[src/rtl/sarb_pkg.sv]
package sarb_pkg;

  typedef enum logic [1:0] {
    MASK_OFF   = 2'd0,
    MASK_SHORT = 2'd1,
    MASK_MID   = 2'd2,
    MASK_LONG  = 2'd3
  } mask_sel_e;

  // Clock count that a retried master stays ineligible for each setting.
  function automatic int mask_len(input logic [1:0] sel, input int unit);
    case (mask_sel_e'(sel))
      MASK_SHORT: return unit;
      MASK_MID:   return 2 * unit;
      MASK_LONG:  return 4 * unit;
      default:    return 0;
    endcase
  endfunction

endpackage

[src/rtl/sarb_reqmask.sv]
module sarb_reqmask #(
  parameter int N_EXT     = 6,
  parameter int MASK_UNIT = 16,
  localparam int NA = N_EXT + 1,
  localparam int IW = $clog2(NA),
  localparam int RW = (N_EXT > 1) ? $clog2(N_EXT) : 1,
  localparam int MW = $clog2(4 * MASK_UNIT + 1)
) (
  input  logic             clk,
  input  logic             rst_n,
  input  logic [N_EXT-1:0] req_i,
  input  logic             retry_hit,
  input  logic [RW-1:0]    retry_idx,
  input  logic [1:0]       mask_sel,
  input  logic             to_fire,
  input  logic [IW-1:0]    to_idx,
  output logic [N_EXT-1:0] lock_o,
  output logic [N_EXT-1:0] mask_o,
  output logic [N_EXT-1:0] elig_o
);
  import sarb_pkg::*;

  for (genvar g = 0; g < N_EXT; g++) begin : g_master
    logic          lock_q;
    logic [MW-1:0] cnt_q;

    // Lockout after an unused grant; cleared by one clock of request high.
    always_ff @(posedge clk or negedge rst_n) begin
      if (!rst_n) begin
        lock_q <= 1'b0;
      end else if (to_fire && to_idx == IW'(g + 1)) begin
        lock_q <= 1'b1;
      end else if (!req_i[g]) begin
        lock_q <= 1'b0;
      end
    end

    // Retry hold-off counter.
    always_ff @(posedge clk or negedge rst_n) begin
      if (!rst_n) begin
        cnt_q <= '0;
      end else if (retry_hit && retry_idx == RW'(g) && mask_sel != MASK_OFF) begin
        cnt_q <= MW'(mask_len(mask_sel, MASK_UNIT));
      end else if (cnt_q != '0) begin
        cnt_q <= cnt_q - 1'b1;
      end
    end

    assign lock_o[g] = lock_q;
    assign mask_o[g] = (cnt_q != '0);
  end

  assign elig_o = req_i & ~lock_o & ~mask_o;

endmodule

[src/rtl/sarb_pick.sv]
module sarb_pick #(
  parameter int NA = 7,
  localparam int IW = $clog2(NA)
) (
  input  logic [NA-1:0] elig_i,
  input  logic [IW-1:0] last_i,
  output logic          vld_o,
  output logic [IW-1:0] idx_o
);

  function automatic logic [IW-1:0] wrap(input logic [IW-1:0] base, input int off);
    int s;
    s = int'(base) + off;
    if (s >= NA) s = s - NA;
    return IW'(s);
  endfunction

  // Scan from farthest to nearest so the nearest eligible agent wins.
  always_comb begin
    vld_o = 1'b0;
    idx_o = '0;
    for (int off = NA; off >= 1; off--) begin
      if (elig_i[wrap(last_i, off)]) begin
        vld_o = 1'b1;
        idx_o = wrap(last_i, off);
      end
    end
  end

endmodule

[src/rtl/sarb_grant.sv]
module sarb_grant #(
  parameter int NA         = 7,
  parameter int IDLE_LIMIT = 16,
  localparam int IW = $clog2(NA),
  localparam int CW = $clog2(IDLE_LIMIT)
) (
  input  logic          clk,
  input  logic          rst_n,
  input  logic          central_en,
  input  logic [NA-1:0] req_all,
  input  logic [NA-1:0] elig,
  input  logic          frame_n,
  input  logic          irdy_n,
  input  logic          ext_grant_in,
  input  logic          pick_vld,
  input  logic [IW-1:0] pick_idx,
  output logic [NA-1:0] gnt_o,
  output logic [IW-1:0] last_o,
  output logic          to_fire,
  output logic [IW-1:0] to_idx
);

  logic [NA-1:0] gnt_q, nxt_gnt;
  logic [IW-1:0] last_q, nxt_last, own_idx;
  logic [CW-1:0] cnt_q, nxt_cnt;
  logic          started_q, nxt_started;
  logic          bus_idle, others_pend, own_req;

  assign bus_idle    = frame_n & irdy_n;
  assign others_pend = |(elig & ~gnt_q);
  assign own_req     = |(req_all & gnt_q);

  always_comb begin
    own_idx = '0;
    for (int i = 0; i < NA; i++) begin
      if (gnt_q[i]) own_idx = IW'(i);
    end
  end

  always_comb begin
    nxt_gnt     = gnt_q;
    nxt_last    = last_q;
    nxt_cnt     = cnt_q;
    nxt_started = started_q;
    to_fire     = 1'b0;
    if (!central_en) begin
      // External arbitration: the bridge only follows the incoming grant.
      nxt_cnt     = '0;
      nxt_started = 1'b0;
      nxt_gnt     = '0;
      if (gnt_q[NA-1:1] == '0) nxt_gnt[0] = ext_grant_in;
    end else if (gnt_q == '0) begin
      nxt_cnt     = '0;
      nxt_started = 1'b0;
      nxt_gnt     = '0;
      if (pick_vld) begin
        nxt_gnt[pick_idx] = 1'b1;
        nxt_last          = pick_idx;
      end else begin
        nxt_gnt[0] = 1'b1;  // park on the bridge
      end
    end else if (gnt_q[0]) begin
      if (!frame_n) nxt_started = 1'b1;
      if (req_all[0]) nxt_last = '0;
      if (others_pend && (!req_all[0] || started_q)) nxt_gnt = '0;
    end else begin
      if (!own_req) begin
        nxt_gnt = '0;
      end else if (started_q) begin
        if (others_pend) nxt_gnt = '0;
      end else if (!frame_n) begin
        nxt_started = 1'b1;
      end else if (bus_idle) begin
        if (cnt_q == CW'(IDLE_LIMIT - 1)) begin
          nxt_gnt = '0;
          to_fire = 1'b1;
        end else begin
          nxt_cnt = cnt_q + 1'b1;
        end
      end
    end
  end

  always_ff @(posedge clk or negedge rst_n) begin
    if (!rst_n) begin
      gnt_q     <= '0;
      last_q    <= '0;
      cnt_q     <= '0;
      started_q <= 1'b0;
    end else begin
      gnt_q     <= nxt_gnt;
      last_q    <= nxt_last;
      cnt_q     <= nxt_cnt;
      started_q <= nxt_started;
    end
  end

  assign gnt_o  = gnt_q;
  assign last_o = last_q;
  assign to_idx = own_idx;

  AST_ONE_GRANT: assert property (@(posedge clk) disable iff (!rst_n)
    $onehot0(gnt_q));

  AST_DEAD_CYCLE: assert property (@(posedge clk) disable iff (!rst_n)
    (gnt_q != '0 && $past(gnt_q) != '0) |-> (gnt_q == $past(gnt_q)));

  AST_STRAP_QUIET: assert property (@(posedge clk) disable iff (!rst_n)
    $past(!central_en) |-> (gnt_q[NA-1:1] == '0));

endmodule

[src/rtl/sec_bus_arbiter.sv]
module sec_bus_arbiter #(
  parameter int N_EXT      = 6,
  parameter int IDLE_LIMIT = 16,
  parameter int MASK_UNIT  = 16,
  localparam int NA = N_EXT + 1,
  localparam int IW = $clog2(NA),
  localparam int RW = (N_EXT > 1) ? $clog2(N_EXT) : 1
) (
  input  logic             clk,
  input  logic             rst_n,
  input  logic             central_en,
  input  logic [N_EXT-1:0] ext_req_n,
  input  logic             brg_req,
  input  logic             frame_n,
  input  logic             irdy_n,
  input  logic             retry_hit,
  input  logic [RW-1:0]    retry_idx,
  input  logic [1:0]       mask_sel,
  output logic [N_EXT-1:0] ext_gnt_n,
  output logic             brg_gnt,
  output logic             park_drive
);

  logic [N_EXT-1:0] ext_req, lock_v, mask_v, ext_elig;
  logic [NA-1:0]    elig_all, req_all, gnt_v;
  logic [IW-1:0]    last_idx, pick_idx, to_idx;
  logic             pick_vld, to_fire;

  assign ext_req  = ~ext_req_n;
  assign req_all  = {ext_req, brg_req};
  assign elig_all = {ext_elig, brg_req};

  sarb_reqmask #(.N_EXT(N_EXT), .MASK_UNIT(MASK_UNIT)) u_mask (
    .clk(clk), .rst_n(rst_n), .req_i(ext_req),
    .retry_hit(retry_hit), .retry_idx(retry_idx), .mask_sel(mask_sel),
    .to_fire(to_fire), .to_idx(to_idx),
    .lock_o(lock_v), .mask_o(mask_v), .elig_o(ext_elig)
  );

  sarb_pick #(.NA(NA)) u_pick (
    .elig_i(elig_all), .last_i(last_idx), .vld_o(pick_vld), .idx_o(pick_idx)
  );

  sarb_grant #(.NA(NA), .IDLE_LIMIT(IDLE_LIMIT)) u_grant (
    .clk(clk), .rst_n(rst_n), .central_en(central_en),
    .req_all(req_all), .elig(elig_all), .frame_n(frame_n), .irdy_n(irdy_n),
    .ext_grant_in(~ext_req_n[0]), .pick_vld(pick_vld), .pick_idx(pick_idx),
    .gnt_o(gnt_v), .last_o(last_idx), .to_fire(to_fire), .to_idx(to_idx)
  );

  assign ext_gnt_n  = ~gnt_v[NA-1:1];
  assign brg_gnt    = gnt_v[0];
  assign park_drive = gnt_v[0] & frame_n & irdy_n;

  for (genvar g = 0; g < N_EXT; g++) begin : g_chk
    AST_MASK_HOLD: assert property (@(posedge clk) disable iff (!rst_n)
      $rose(gnt_v[g+1]) |-> $past(mask_v[g] == 1'b0));

    AST_LOCK_NO_GRANT: assert property (@(posedge clk) disable iff (!rst_n)
      lock_v[g] |-> !gnt_v[g+1]);
  end

endmodule

[config.mk]
export PLATFORM = sky130hd
export DESIGN_NAME = sec_bus_arbiter
export DESIGN_NICKNAME = d
export VERILOG_FILES = /design/src/rtl/sarb_pkg.sv /design/src/rtl/sarb_reqmask.sv /design/src/rtl/sarb_pick.sv /design/src/rtl/sarb_grant.sv /design/src/rtl/sec_bus_arbiter.sv
export SDC_FILE = /design/constraint.sdc
export NUM_CORES = 1
export LEC_CHECK = 0
export BUFFER_PORTS_ARGS = -buffer_cell sky130_fd_sc_hd__clkbuf_2
export CAP_MARGIN = 5
export CORE_UTILIZATION = 38
export DETAILED_ROUTE_END_ITERATION = 8
export GPL_TIMING_DRIVEN = 0
export MAX_ROUTING_LAYER = met4
export SLEW_MARGIN = 20
export SYNTH_ARGS = -nofsm -noshare
export SYNTH_HDL_FRONTEND = slang
export SYNTH_SLANG_ARGS = --single-unit
export TNS_END_PERCENT = 50
[constraint.sdc]
create_clock -name clk -period 4.2 [get_ports clk]
set_input_delay 0.63 -clock clk [delete_from_list [all_inputs] [get_ports clk]]
set_output_delay 0.63 -clock clk [all_outputs]
set_load 0.005 [all_outputs]
==> results by group, run 1 <==
Routing
  – DR DRC count: 0
  – Number of DRC markers in iteration 0: 387
  – TritonRoute pass-1 iters: 5
  – Routed len/inst: 17.54 um
  – Routed Wire Length: 14790 um
  – Vias: 5003
  – DR vias/cell: 5.935
  – Final ANT Viol Nets: 0

Yosys
  – Seq cells post-synth: 63
  – Yosys cell types: 89
  – Synthesized net count: 669
  – Syn avg cell area: 8.511 um2
  – Async SR Flop Fraction: 100.0%
  – Yosys warnings: 0
  – Synth Cell Area: 5328 um2
  – Post-synthesis sequential area ratio: 29.59%
  – Post-synth EDFFs: 0
  – Post-synth top flop: dfrtp_1
  – Synth Instances: 626

Power
  – Leak pwr: 2.509 nW
  – Int Power: 2.785 mW
  – Clk pwr share: 15.2%
  – Pwr dens: 902.4 nW/um2
  – Comb power frac: 63.5%
  – Net switching power: 2.660 mW
  – Seq pwr share: 21.3%
  – Peak VDD IR: 0.0004428 V
  – Switch share: 48.85%

Global route
  – Vias in the first global route: 4752
  – Pin count of the biggest net entering global routing: 43
  – Met1 Usage GRT: 27.81%
  – Total congestion overflow: 0
  – Tot GR Track Use: 21.85%
  – Gr busiest metal: met2
  – Initial antenna violation count: 0
  – GR Layer Usage met3: 3.208%
  – First-pass GRT wire length: 24030 um
  – M2 GR Usage: 35.02%

CTS
  – Root buf cell: clkbuf_16
  – Setup Fix Bufs, Post-CTS: 0
  – CTS Buf Count: 9
  – CTS resizes: 0
  – Clk_lat worst skew: 0.34 ns
  – TritonCTS clock tree: built
  – Hold_buf cts: 0
  – H-tree depth: 3
  – CTS sink cnt: 63
  – CTS max path bufs: 2
  – Clk pin slew, worst setup/hold paths: 0.06 ns

Final layout
  – Fill cell count: 1368
  – Nets: 705
  – Area Growth Syn to Fin: 13.25%
  – Share of cells above drive strength 1: 15.74%
  – Antenna diodes: 0

Setup path
  – Setup crit end kind: register
  – CP max FO: 10
  – Slowest-stage cell, CP: dfrtp_1
  – Worst Setup Start Kind: register
  – Crit path DAT: 4.26 ns
  – Max incr delay on CP: 0.49 ns
  – RR Startpoint: u_grant.last_o[2]$_DFFE_PN0P_
  – WS Path Type: register to register
  – Crit path cell chain: buf_4, inv_1, ha_1, mux2_2, a21oi_1, a211oi_1, o22a_1, nand3b_4, a2111o_1, a311oi_2, or3b_1, nand3_1
  – Data required, critical path: 4.48 ns
  – Reg-to-reg setup timing slack: 0.22 ns
  – CP startpoint: u_grant.last_o[2]$_DFFE_PN0P_

Timing
  – Clock Skews: 0.009044 ns
  – Final setup TNS: 0 ns
  – Hold Slack: 0.2130 ns
  – Fin crit period: 3.983 ns
  – Final setup fails: 0
  – Highest clock rate: 251.1 MHz
  – Final cycle utilization of the critical path: 94.82%
  – RSZ-0062 raised after global routing: no
  – Worst Tran Pin Value: 0.6615 ns
  – Max Slew Vio Count: 0
  – Relative slew slack: 55.28%
  – Final hold violations: 0

Floorplanning
  – Die area: 14500 um2
  – Vert. Die Dim: 120.4 um
  – # rows: 42
  – Horiz. Die Dim: 120.4 um
  – Core Region: 13450 um2
  – Io pins: 26
  – Initial Utilization: 39.60%

Hold path
  – HP Class: input pin to asynchronous set/reset pin

Placed design
  – IO buf count: 24
  – Dpl hpwl: 11150 um
  – GP Congestion: 0.9619

Outcome
  – Status: complete, no violations

Flow run
  – Max-cap violations: 0
## synth_stat cells (5+ instances only)
library cell | number | area (um2)
nand3b_1 | 8 | 60.06
inv_1 | 37 | 138.9
a21oi_1 | 42 | 210.2
ha_1 | 24 | 300.3
xor2_1 | 16 | 140.1
nor4b_1 | 6 | 52.55
and3_1 | 6 | 37.54
o21ai_0 | 25 | 125.1
mux2i_1 | 9 | 90.09
nand3_1 | 25 | 125.1
nor2b_1 | 8 | 50.05
mux2_2 | 7 | 78.83
nor3_1 | 18 | 90.09
nand2_1 | 59 | 221.5
o211ai_1 | 7 | 52.55
o21ai_1 | 6 | 30.03
a211oi_1 | 11 | 82.58
a21boi_0 | 5 | 37.54
xnor2_1 | 15 | 131.4
nor2_1 | 74 | 277.8
nor4b_2 | 5 | 75.07
or3_1 | 5 | 31.28
buf_2 | 5 | 25.02
o22ai_1 | 22 | 137.6
nand2b_1 | 10 | 62.56
dfrtp_1 | 63 | 1577
## power groups by stage
stage	Sequential [mW]	Clock, mW	Combinational, mW
2_1_floorplan	1.09	0	2.67
4_1_cts	1.15	0.843	3.37
3_3_place_gp	1.15	0	3.30
5_1_grt	1.20	0.862	3.78
6_report	1.16	0.826	3.46
3_5_place_dp	1.16	0	3.34
## final timing paths
kind                                                           endpoint  cells after the start
worst max-delay path                      u_grant.last_o[1]$_DFFE_PN0P_                     12
worst min-delay path            u_mask.g_master[0].cnt_q[3]$_DFFE_PN0P_                      1
worst max register to register            u_grant.last_o[1]$_DFFE_PN0P_                     12
worst min register to register    u_mask.g_master[3].lock_q$_DFFE_PN0P_                      1
max in group asynchronous       u_mask.g_master[3].cnt_q[0]$_DFFE_PN0P_                      2
min in group clk                  u_mask.g_master[3].lock_q$_DFFE_PN0P_                      1
## state kept, by name, indices dropped and copies added (netlist names)
register,cells
u_grant.cnt_q,4
u_grant.gnt_o,7
u_grant.last_o,3
u_grant.started_q,1
u_mask.g_master.cnt_q,42
u_mask.g_master.lock_q,6
## cell type report
| type | count | area [um2] | share of cell area (%) |
|---|---|---|---|
| Clock inverter | 7 | 105.1 | 1.742 |
| Timing Repair Buffer | 25 | 142.6 | 2.364 |
| Inverter | 38 | 142.6 | 2.364 |
| Clock buffer | 9 | 225.2 | 3.733 |
| Sequential cell | 63 | 1577 | 26.13 |
| Multi-Input combinational cell | 514 | 3547 | 58.79 |
| Buffer | 11 | 73.82 | 1.224 |
| Tap cell | 176 | 220.2 | 3.650 |
## through the flow
stage	instances	power, mW	utilization, %	instance area (um2)	setup slack (ns)
after CTS	843	5.361	44.75	6021	0.1414
after floorplan	626	3.753	-	5328	0.8886
after global routing	843	5.839	44.85	6033	0.04190
after global placement	826	4.452	42.13	5668	0.2202
after detailed placement	827	4.499	42.30	5690	0.1646
final	843	5.444	44.85	6033	0.2175
## metal layers
layer	share of wire, %	vias up
met5	0	-
met4	2.2	0
met3	5.1	37
met2	47	155
met1	45	2425
li1	-	2386
## logic make-up (layout without fill, tap and decap cells)
kind of cell               count (synthesis)  in the layout  synth area share (%)
adders and majority gates                 25             25                 6.012
DFF                                       63             63                 29.59
and+or+nand+nor                          264            264                 27.60
xor gates and xnor gates                  36             36                 6.623
AOI/OAI and AO/OA                        172            172                 22.52
muxes                                     17             17                 3.593
buffers and inverters                     49             90                 4.063
## worst max-delay path, delay by kind of cell, from the launching register on
| kind | cells | cell delay, ns |
|---|---|---|
| buf+inv | 2 | 0.51 |
| flops | 1 | 0.49 |
| fa+ha+maj | 1 | 0.41 |
| simple gates | 3 | 0.67 |
| mux | 1 | 0.42 |
| compound gates | 5 | 1.41 |
## layout by cell type (no fill, tap or decap), drive strengths merged, types with 12 or more instances in the layout
| master | instances |
|---|---|
| inv | 40 |
| a211oi | 12 |
| nor3 | 20 |
| nor4b | 12 |
| xnor2 | 19 |
| dfrtp | 63 |
| clkbuf | 35 |
| nand2 | 60 |
| a21oi | 43 |
| nand3 | 25 |
| nor2 | 74 |
| o21ai | 32 |
| o22ai | 23 |
| xor2 | 17 |
| ha | 24 |
Power figures use the tool's default switching activity.
==> inputs of run 2 (changes only) <==
--- a/config.mk
+++ b/config.mk
@@ -7,10 +7,13 @@
 export LEC_CHECK = 0
 export BUFFER_PORTS_ARGS = -buffer_cell sky130_fd_sc_hd__clkbuf_2
 export CAP_MARGIN = 5
+export CELL_PAD_IN_SITES_DETAIL_PLACEMENT = 1
+export CELL_PAD_IN_SITES_GLOBAL_PLACEMENT = 2
 export CORE_UTILIZATION = 38
 export DETAILED_ROUTE_END_ITERATION = 8
 export GPL_TIMING_DRIVEN = 0
 export MAX_ROUTING_LAYER = met4
+export PLACE_DENSITY_LB_ADDON = 0.1
 export SLEW_MARGIN = 20
 export SYNTH_ARGS = -nofsm -noshare
 export SYNTH_HDL_FRONTEND = slang
==> run 2 against run 1 <==
Against the previous run: sequential share of layout area increased by 0.13 points; setup slack improved by 0.019 ns; total power increased by 1.4%; clock power decreased by 14%; global-route usage increased by 3.4 points; maximum frequency increased by 0.48%; cell area decreased by 0.41%; critical path depth unchanged; critical path type unchanged; critical endpoint is now u_grant.gnt_o[1]$_DFFE_PN0P_; largest power group unchanged; highest routed layer unchanged.
==> results by group, run 2 (same netlist as run 1, synthesis figures left out) <==
Outcome
  – Status: complete, no violations

Timing
  – Highest clock rate: 252.3 MHz (+0.48%)
  – Worst Tran Pin Value: 0.8411 ns (+0.1796 ns)
  – Max Slew Vio Count: 0 (unchanged)
  – Final cycle utilization of the critical path: 94.37% (-0.45 points)
  – Final setup fails: 0 (unchanged)
  – Clock Skews: 0.01121 ns (+0.002170 ns)
  – Relative slew slack: 43.41% (-12 points)
  – Fin crit period: 3.963 ns (-0.01907 ns)
  – Final setup TNS: 0 ns (unchanged)
  – Final hold violations: 0 (unchanged)
  – RSZ-0062 raised after global routing: no

Global route
  – Vias in the first global route: 5091 (+7.1%)
  – First-pass GRT wire length: 27380 um (+14%)
  – Pin count of the biggest net entering global routing: 49 (+14%)
  – Total congestion overflow: 0 (unchanged)
  – Initial antenna violation count: 0 (unchanged)
  – Tot GR Track Use: 25.23% (+3.4 points)

Final layout
  – Nets: 706 (+0.14%)
  – Post-Route Utilization: 44.66% (-0.19 points)
  – Fill cell count: 1647 (+20%)
  – Commonest non-fill, non-tap cells in the layout: 74 x nor2_1, 62 x dfrtp_1, 59 x nand2_1
  – Fin area: 6008 um2 (-0.41%)
  – Area of the multi-input gates: 3551 um2 (+0.11%)
  – Antenna diodes: 0 (unchanged)
  – Share of cells above drive strength 1: 16.47% (+0.72 points)
  – Most common cell after layout, fill and taps aside: nor2_1
  – Max FFs per register: 42 (unchanged)
  – Non-Filler Instances: 844 (+0.12%)
  – Biggest register: u_mask.g_master.cnt_q
  – Register Area: 1578 um2 (about the same)
  – Area Growth Syn to Fin: 12.78%

Floorplanning
  – Io pins: 26 (unchanged)
  – Initial Utilization: 39.60% (unchanged)
  – Die area: 14500 um2 (unchanged)
  – Horiz. Die Dim: 120.4 um (unchanged)
  – # rows: 42 (unchanged)
  – Core Region: 13450 um2 (unchanged)
  – Vert. Die Dim: 120.4 um (unchanged)

Power
  – Seq pwr share: 21.2% (about the same)
  – Int Power: 2.690 mW (-3.4%)
  – Net switching power: 2.830 mW (+6.4%)
  – Comb power frac: 66.0% (+2.5 points)
  – Pwr dens: 918.7 nW/um2 (+1.8%)
  – Design Power: 5.520 mW (+1.4%)
  – Clk pwr share: 12.9% (-2.3 points)
  – Peak VDD IR: 0.0002964 V (-33%)
  – Switch share: 51.27% (+2.4 points)
  – Leak pwr: 2.492 nW (-0.66%)

Setup path
  – CP max FO: 10 (unchanged)
  – Crit path DAT: 4.19 ns (-0.07 ns)
  – CP startpoint: u_grant.last_o[0]$_DFFE_PN0P_
  – WS Path Type: register to register
  – FF-to-FF End: u_grant.gnt_o[1]$_DFFE_PN0P_
  – Reg2Reg Depth: 12 (unchanged)
  – Crit path to: u_grant.gnt_o[1]$_DFFE_PN0P_
  – Setup crit end kind: register
  – Reg-to-reg setup timing slack: 0.24 ns (+0.02 ns)
  – Data required, critical path: 4.43 ns (-0.05 ns)
  – RR Startpoint: u_grant.last_o[0]$_DFFE_PN0P_
  – Worst Setup Start Kind: register

Routing
  – Routed len/inst: 20.05 um (+14%)
  – Routed Wire Length: 16920 um (+14%)
  – DR vias/cell: 5.936 (about the same)
  – DR DRC count: 0 (unchanged)
  – Vias: 5010 (+0.14%)
  – TritonRoute pass-1 iters: 5 (unchanged)
  – Final ANT Viol Nets: 0 (unchanged)
  – Number of DRC markers in iteration 0: 220 (-43%)

Flow run
  – Max-cap violations: 0 (unchanged)

Placed design
  – IO buf count: 24 (unchanged)
  – Dpl hpwl: 12900 um (+16%)
  – Placed inst area: 5698 um2 (+0.13%)
  – GP Congestion: 0.8507 (-12%)
  – Total placed cells including tap cells: 827 (unchanged)

CTS
  – TritonCTS clock tree: built
  – Root buf cell: clkbuf_16
  – H-tree depth: 3 (unchanged)
  – CTS max path bufs: 2 (unchanged)
  – Clk pin slew, worst setup/hold paths: 0.06 ns (about the same)
  – Clk_lat worst skew: 0.35 ns (about the same)
  – CTS Buf Count: 9 (unchanged)
  – CTS sink cnt: 63 (unchanged)

Hold path
  – HP Class: input pin to asynchronous set/reset pin
-- run 2: how the worst min path moves through the flow --
stage          slack [ns]                                  start                                       to
6_report             0.18                                  rst_n  u_mask.g_master[0].cnt_q[3]$_DFFE_PN0P_
5_1_grt              0.19                                  rst_n  u_mask.g_master[4].cnt_q[3]$_DFFE_PN0P_
4_1_cts              0.19                                  rst_n  u_mask.g_master[4].cnt_q[3]$_DFFE_PN0P_
3_5_place_dp         0.51  u_mask.g_master[3].lock_q$_DFFE_PN0P_    u_mask.g_master[3].lock_q$_DFFE_PN0P_
3_3_place_gp         0.49  u_mask.g_master[3].lock_q$_DFFE_PN0P_    u_mask.g_master[3].lock_q$_DFFE_PN0P_
2_1_floorplan        0.33                                  rst_n             u_grant.cnt_q[0]$_DFFE_PN0P_
-- run 2: critical path, cell delays in order (launching register included) --
cell and delay [ns]:
dfrtp_1 0.54, buf_6 0.22, inv_2 0.11, ha_1 0.28
xnor2_2 0.42, a21o_2 0.25, xnor2_2 0.13, nor2b_1 0.23
a22oi_2 0.15, a2111oi_1 0.68, o311ai_2 0.16, and3_4 0.25
o41ai_2 0.39
-- run 2: timing repair --
| item | 4_1_cts | 5_1_grt |
|---|---|---|
| hold buffers | 0 | 0 |
| endpoints found under the setup margin | 0 | 9 |
| hold endpoints to repair | 0 | 0 |
| resized for setup | 0 | 7 |
| setup buffers | 0 | 1 |
-- run 2: area by class of cell --
class	instances	share of cell area, %
sequential	63	26.26
tap	176	3.665
inverter	38	2.436
multi-input combinational	514	59.10
clock buffer	10	3.978
timing repair buffer	26	2.624
clock inverter	6	0.7080
buffer	11	1.229
-- run 2: through the flow --
step | hold slack [ns] | setup slack [ns]
6_report | 0.1821 | 0.2365
5_1_grt | 0.1888 | 0.03860
4_1_cts | 0.1858 | 0.006070
3_5_place_dp | 0.5092 | 0.07152
3_3_place_gp | 0.4877 | 0.1467
2_1_floorplan | 0.3344 | 0.8886
-- run 2: per-layer routing --
metal	wire, um	vias to the layer above	track usage (%)
li1	-	2377	-
met1	8316	2521	34.94
met2	7735	89	38.51
met3	644	23	4.528
met4	224	0	5.401
met5	0	-	-
-- run 2: power groups by stage --
stage | Combinational [mW] | Sequential [mW] | Clock [mW]
final | 3.64 | 1.17 | 0.710
after global routing | 3.99 | 1.21 | 0.748
after CTS | 3.55 | 1.17 | 0.724
after detailed placement | 3.50 | 1.18 | 0
after global placement | 3.39 | 1.16 | 0
after floorplan | 2.67 | 1.09 | 0
